==> src/rtl/otg_swap_pkg.sv <==
package otg_swap_pkg;
   typedef enum logic [1:0] {
      AS_HOST   = 2'd0,
      AS_PERIPH = 2'd1,
      AS_WAIT   = 2'd2
   } a_state_t;

   typedef enum logic [1:0] {
      BS_PERIPH = 2'd0,
      BS_REQ    = 2'd1,
      BS_HOST   = 2'd2
   } b_state_t;
endpackage

==> src/rtl/otg_ms_window.sv <==
// Saturating millisecond counter: counts ticks while run is high, clears when run is low.
module otg_ms_window #(
   parameter int LIMIT = 3
) (
   input  logic clk,
   input  logic rst_n,
   input  logic tick,
   input  logic run,
   output logic reached
);
   localparam int CW = (LIMIT < 2) ? 1 : $clog2(LIMIT + 1);
   localparam logic [CW-1:0] LIM_C = CW'(LIMIT);

   logic [CW-1:0] cnt_q;

   always_ff @(posedge clk or negedge rst_n) begin
      if (!rst_n)                     cnt_q <= '0;
      else if (!run)                  cnt_q <= '0;
      else if (tick && cnt_q != LIM_C) cnt_q <= cnt_q + 1'b1;
   end

   assign reached = (cnt_q == LIM_C);
endmodule

==> src/rtl/otg_a_side.sv <==
module otg_a_side #(
   parameter int IDLE_MS     = 3,
   parameter int CONN_TMO_MS = 8
) (
   input  logic clk,
   input  logic rst_n,
   input  logic tick_1ms,
   input  logic full_speed,
   input  logic hnp_enabled,
   input  logic bus_idle,
   input  logic conn_evt,
   input  logic disc_evt,
   input  logic handover_ok,
   output logic host_en,
   output logic dp_pullup,
   output logic bus_reset,
   output logic resume_req,
   output logic neg_error
);
   import otg_swap_pkg::*;

   a_state_t st_q, st_d;
   logic rst_q, rst_d, res_q, res_d, err_q, err_d;
   logic idle_hit, tmo_hit;

   otg_ms_window #(.LIMIT(IDLE_MS)) u_idle (
      .clk     (clk),
      .rst_n   (rst_n),
      .tick    (tick_1ms),
      .run     (st_q == AS_PERIPH && bus_idle),
      .reached (idle_hit)
   );

   otg_ms_window #(.LIMIT(CONN_TMO_MS)) u_tmo (
      .clk     (clk),
      .rst_n   (rst_n),
      .tick    (tick_1ms),
      .run     (st_q == AS_WAIT),
      .reached (tmo_hit)
   );

   always_comb begin
      st_d  = st_q;
      rst_d = 1'b0;
      res_d = 1'b0;
      err_d = err_q;
      unique case (st_q)
         AS_HOST: begin
            if (disc_evt && full_speed && hnp_enabled) begin
               if (handover_ok) begin
                  st_d  = AS_PERIPH;
                  err_d = 1'b0;
               end else begin
                  res_d = 1'b1;
               end
            end
         end
         AS_PERIPH: begin
            if (idle_hit) st_d = AS_WAIT;
         end
         AS_WAIT: begin
            if (conn_evt) begin
               st_d  = AS_HOST;
               rst_d = 1'b1;
            end else if (tmo_hit) begin
               st_d  = AS_HOST;
               err_d = 1'b1;
            end
         end
         default: st_d = AS_HOST;
      endcase
   end

   always_ff @(posedge clk or negedge rst_n) begin
      if (!rst_n) begin
         st_q  <= AS_HOST;
         rst_q <= 1'b0;
         res_q <= 1'b0;
         err_q <= 1'b0;
      end else begin
         st_q  <= st_d;
         rst_q <= rst_d;
         res_q <= res_d;
         err_q <= err_d;
      end
   end

   assign host_en    = (st_q == AS_HOST);
   assign dp_pullup  = (st_q == AS_PERIPH);
   assign bus_reset  = rst_q;
   assign resume_req = res_q;
   assign neg_error  = err_q;
endmodule

==> src/rtl/otg_b_side.sv <==
module otg_b_side #(
   parameter int CONN_TMO_MS = 8
) (
   input  logic clk,
   input  logic rst_n,
   input  logic tick_1ms,
   input  logic full_speed,
   input  logic hnp_enabled,
   input  logic bus_idle,
   input  logic conn_evt,
   input  logic want_host,
   input  logic host_done,
   output logic host_en,
   output logic dp_pullup,
   output logic bus_reset,
   output logic neg_error
);
   import otg_swap_pkg::*;

   b_state_t st_q, st_d;
   logic rst_q, rst_d, err_q, err_d;
   logic tmo_hit;

   otg_ms_window #(.LIMIT(CONN_TMO_MS)) u_tmo (
      .clk     (clk),
      .rst_n   (rst_n),
      .tick    (tick_1ms),
      .run     (st_q == BS_REQ),
      .reached (tmo_hit)
   );

   always_comb begin
      st_d  = st_q;
      rst_d = 1'b0;
      err_d = err_q;
      unique case (st_q)
         BS_PERIPH: begin
            if (want_host && full_speed && hnp_enabled && bus_idle) begin
               st_d  = BS_REQ;
               err_d = 1'b0;
            end
         end
         BS_REQ: begin
            if (conn_evt) begin
               st_d  = BS_HOST;
               rst_d = 1'b1;
            end else if (!bus_idle) begin
               st_d = BS_PERIPH;
            end else if (tmo_hit) begin
               st_d  = BS_PERIPH;
               err_d = 1'b1;
            end
         end
         BS_HOST: begin
            if (host_done) st_d = BS_PERIPH;
         end
         default: st_d = BS_PERIPH;
      endcase
   end

   always_ff @(posedge clk or negedge rst_n) begin
      if (!rst_n) begin
         st_q  <= BS_PERIPH;
         rst_q <= 1'b0;
         err_q <= 1'b0;
      end else begin
         st_q  <= st_d;
         rst_q <= rst_d;
         err_q <= err_d;
      end
   end

   assign host_en   = (st_q == BS_HOST);
   assign dp_pullup = (st_q == BS_PERIPH);
   assign bus_reset = rst_q;
   assign neg_error = err_q;
endmodule

==> src/rtl/otg_role_swap.sv <==
module otg_role_swap #(
   parameter bit A_SIDE      = 1'b1,
   parameter int IDLE_MS     = 3,
   parameter int CONN_TMO_MS = 8
) (
   input  logic clk,
   input  logic rst_n,
   input  logic tick_1ms,
   input  logic full_speed,
   input  logic hnp_enabled,
   input  logic bus_idle,
   input  logic conn_evt,
   input  logic disc_evt,
   input  logic handover_ok,
   input  logic want_host,
   input  logic host_done,
   output logic host_en,
   output logic dp_pullup,
   output logic bus_reset,
   output logic resume_req,
   output logic neg_error
);
   if (IDLE_MS < 1) begin : g_bad_idle
      $error("otg_role_swap: IDLE_MS must be at least 1");
   end
   if (CONN_TMO_MS < 1) begin : g_bad_tmo
      $error("otg_role_swap: CONN_TMO_MS must be at least 1");
   end

   if (A_SIDE) begin : g_a
      logic unused_b;
      assign unused_b = &{1'b0, want_host, host_done};
      otg_a_side #(.IDLE_MS(IDLE_MS), .CONN_TMO_MS(CONN_TMO_MS)) u_side (
         .clk         (clk),
         .rst_n       (rst_n),
         .tick_1ms    (tick_1ms),
         .full_speed  (full_speed),
         .hnp_enabled (hnp_enabled),
         .bus_idle    (bus_idle),
         .conn_evt    (conn_evt),
         .disc_evt    (disc_evt),
         .handover_ok (handover_ok),
         .host_en     (host_en),
         .dp_pullup   (dp_pullup),
         .bus_reset   (bus_reset),
         .resume_req  (resume_req),
         .neg_error   (neg_error)
      );
   end else begin : g_b
      logic unused_a;
      assign unused_a = &{1'b0, disc_evt, handover_ok};
      assign resume_req = 1'b0;
      otg_b_side #(.CONN_TMO_MS(CONN_TMO_MS)) u_side (
         .clk         (clk),
         .rst_n       (rst_n),
         .tick_1ms    (tick_1ms),
         .full_speed  (full_speed),
         .hnp_enabled (hnp_enabled),
         .bus_idle    (bus_idle),
         .conn_evt    (conn_evt),
         .want_host   (want_host),
         .host_done   (host_done),
         .host_en     (host_en),
         .dp_pullup   (dp_pullup),
         .bus_reset   (bus_reset),
         .neg_error   (neg_error)
      );
   end
endmodule

==> config.mk <==
export PLATFORM = sky130hd
export DESIGN_NAME = otg_role_swap
export DESIGN_NICKNAME = d
export VERILOG_FILES = /design/src/rtl/otg_swap_pkg.sv /design/src/rtl/otg_ms_window.sv /design/src/rtl/otg_a_side.sv /design/src/rtl/otg_b_side.sv /design/src/rtl/otg_role_swap.sv
export SDC_FILE = /design/constraint.sdc
export NUM_CORES = 1
export LEC_CHECK = 0
export BUFFER_PORTS_ARGS = -buffer_cell sky130_fd_sc_hd__clkbuf_2
export CAP_MARGIN = 0
export CELL_PAD_IN_SITES_DETAIL_PLACEMENT = 2
export CELL_PAD_IN_SITES_GLOBAL_PLACEMENT = 2
export CORE_MARGIN = 10
export CORE_UTILIZATION = 27
export DETAILED_ROUTE_END_ITERATION = 8
export GPL_TIMING_DRIVEN = 0
export PLACE_DENSITY = 0.72
export SLEW_MARGIN = 40
export SYNTH_ARGS = -nofsm -noshare
export SYNTH_HDL_FRONTEND = slang
export SYNTH_HIERARCHICAL = 1
export SYNTH_SLANG_ARGS = --single-unit
export TNS_END_PERCENT = 100
==> constraint.sdc <==
create_clock -name clk -period 1.3 [get_ports clk]
set_clock_uncertainty 0.1 [all_clocks]
set_input_delay 0.13 -clock clk [delete_from_list [all_inputs] [get_ports clk]]
set_output_delay 0.13 -clock clk [all_outputs]
set_load 0.02 [all_outputs]
==> flow_summary.json <==
{
  "tightest_slew_ns": 0.286,
  "nets": 95,
  "tritoncts": "done",
  "max_freq_mhz": 703,
  "portBuffers": 13,
  "layout.filler_cells": 226,
  "cpPeakStageDelay_ns": 0.39,
  "viasPerCell": 4.85,
  "cp-start-kind": "register",
  "fin_ws_ns": -0.123,
  "crit_top_cell": "inv_2",
  "drive_above_1_share_pct": 47.5,
  "worstPathRequired_ns": 1.36,
  "cts_sinks": 11,
  "leakagePower_nw": 0.417,
  "clkLatencyLatePin_ns": 0.27,
  "synth-edff-count": 0,
  "hold_violations": 0,
  "period_needed_ns": 1.42,
  "start_util_pct": 28.7,
  "grt_pass1_wl_um": 2850,
  "crit_arrival_ns": 1.49,
  "violations": "negative setup slack",
  "clockRootBuffer": "clkbuf_4",
  "drv_cap": 0,
  "path_cells": "inv_2, ha_4, nand3b_4, inv_2, nor3b_2, o21ai_1, a21bo_1",
  "dr.pass1.iters": 2,
  "yosys_most_used_dff": "dfrtp_1",
  "ys_ff_latch": 11,
  "drt_iter0_markers": 10,
  "cp_max_fo": 3,
  "min-delay-path-class": "in2reg",
  "cp-end-kind": "register",
  "syn_inst": 53,
  "core_area_um2": 2000,
  "status": "finished, violations left",
  "die_h_um": 66.1,
  "htreeDepth": 1,
  "vias": 519,
  "pwr_density_cell_nw_per_um2": 1140,
  "place.gp.congestion": 0.704,
  "syn_to_final_growth_pct": 49.9,
  "stdcell_count": 107,
  "grtUsageTotal_pct": 8.71,
  "cts_max_path_buffers": 2,
  "ir_worst_vdd_uv": 827,
  "dpl.cell_count": 93,
  "grt_pass1_vias": 629,
  "antenna_found_initial": 0,
  "path_clk_slew_ns": 0.07,
  "wire_per_inst_um": 16.9,
  "synth_top_area_share_pct": 47.9,
  "routed_wirelength_um": 1810,
  "antenna_cells": 0,
  "worst-setup-path-type": "reg2reg",
  "ys_async_sr_fraction_pct": 100,
  "yosys-top-cells-area": "dfrtp_1 (48%), ha_1 (6.5%), nand2_1 (3.9%)",
  "synth_top_cell_by_area": "dfrtp_1",
  "fin_crit_sh_pct": 109,
  "grt_overflow": 0,
  "die_width_um": 66.1,
  "rsz0062_at_grt": "yes",
  "avgSynthCellArea_um2": 10.8,
  "syn_area_um2": 574,
  "io-pin-count": 16,
  "final_antenna_net_count": 0,
  "cpMaxStageDelayCell": "dfrtp_1",
  "setup_viol": 4,
  "relSlewSlack_pct": 80.9,
  "yosysUniqueCellTypes": 27,
  "pre_cts_slack_ns": -0.236,
  "grt_max_degree": 12,
  "synth_warnings": 6,
  "drc": 0,
  "ys_seq_area_share_pct": 47.9,
  "fp-row-count": 16,
  "cts_buffers": 3,
  "hpwl_um": 1170,
  "drv_slew": 0,
  "r2r_slack_ns": -0.12,
  "syn-num-nets": 67,
  "dieArea_um2": 4370
}
-- kinds of logic after synthesis --
group / Yosys count / synth area share, %
simple gates: 24 / 28.3
fa+ha+maj: 3 / 6.54
flops: 11 / 47.9
compound gates: 10 / 12.0
buf+inv: 3 / 1.96
mux: 1 / 1.74
xor+xnor: 1 / 1.53
-- repair_timing --
item | in CTS | in global routing
setup buffers | 7 | 0
hold endpoints to repair | 12 | 0
pin swaps | 5 | 5
gates resized for setup | 14 | 8
endpoints found under the setup margin | 9 | 9
hold buffers | 3 | 0
-- layout by cell type (no fill, tap or decap), types with 2 or more instances in the layout --
master          n
clkbuf_2       11
dfrtp_1         9
nand2_1         6
buf_4           5
clkbuf_4        3
a21oi_1         3
dlygate4sd3_1   3
inv_2           3
nor2b_4         2
and2_1          2
or3b_1          2
o21ai_1         2
dfrtp_2         2
ha_1            2
-- worst paths after layout --
check,startpoint,end,depth (start not counted)
worst max-delay path,g_a.u_side/u_tmo/cnt_q[1],g_a.u_side/neg_error,7
worst min-delay path,conn_evt,g_a.u_side/bus_reset,2
worst max register to register,g_a.u_side/u_tmo/cnt_q[1],g_a.u_side/neg_error,7
worst min register to register,g_a.u_side/neg_error,g_a.u_side/neg_error,1
max in group asynchronous,rst_n,g_a.u_side/st_q[0],2
min in group asynchronous,rst_n,g_a.u_side/u_tmo/cnt_q[1],2
-- per-stage QoR --
stage / total power, mW / setup TNS [ns] / hold slack (ns) / util (%) / cell area (µm²)
2_1_floorplan: 0.536 / -0.0784 / -0.266 / - / 579
3_3_place_gp: 0.615 / -0.362 / -0.0683 / 33.9 / 678
3_5_place_dp: 0.629 / -0.756 / -0.0693 / 33.9 / 678
4_1_cts: 0.974 / -0.351 / 0.0435 / 42.4 / 850
5_1_grt: 1.05 / -0.822 / 0.0569 / 43.0 / 861
6_report: 0.984 / -0.315 / 0.0580 / 43.0 / 861
-- registers in the layout (all words and copies together), names as in the netlist --
name                     count
g_a.u_side/st_q              2
g_a.u_side/resume_req        1
g_a.u_side/u_tmo/cnt_q       4
g_a.u_side/bus_reset         1
g_a.u_side/u_idle/cnt_q      2
g_a.u_side/neg_error         1
-- critical path: cells and delay by family (launching register included) --
kind / cells / cell delay (ns)
AO/OA/AOI/OAI: 2 / 0.32
AND/OR/NAND/NOR: 2 / 0.25
flip-flops: 1 / 0.39
buffers and inverters: 2 / 0.11
adder cells (fa/ha/maj): 1 / 0.16
-- Yosys cell counts (2+ instances only) --
cell type and count:
and2_1 3, nand2_1 6, ha_1 3, a21oi_1 3, nor2b_1 2, or3b_1 2
dfrtp_1 11, o21ai_0 2, inv_1 3
-- power by group --
group          leakage [nW]  switching (mW)  total (mW)  internal (mW)
Sequential            0.147          0.0461       0.419          0.373
Clock                0.0150           0.122       0.241          0.119
Combinational         0.254           0.161       0.324          0.163
-- cell type report --
class / count / area, µm² / area share [%]
multi-input cells: 39 / 338 / 39.2
flip-flops and latches: 11 / 278 / 32.3
repair buffers: 23 / 174 / 20.2
well taps: 27 / 33.8 / 3.92
clock buffers: 4 / 26.3 / 3.05
inverters: 3 / 11.3 / 1.31
-- per-layer routing --
metal	up-vias	track usage (%)	share of wire, %
li1	241	-	-
met1	262	8.09	37
met2	12	15.4	55
met3	4	3.56	6.0
met4	0	5.50	2.3
met5	-	0	0
Power figures use the tool's default switching activity.
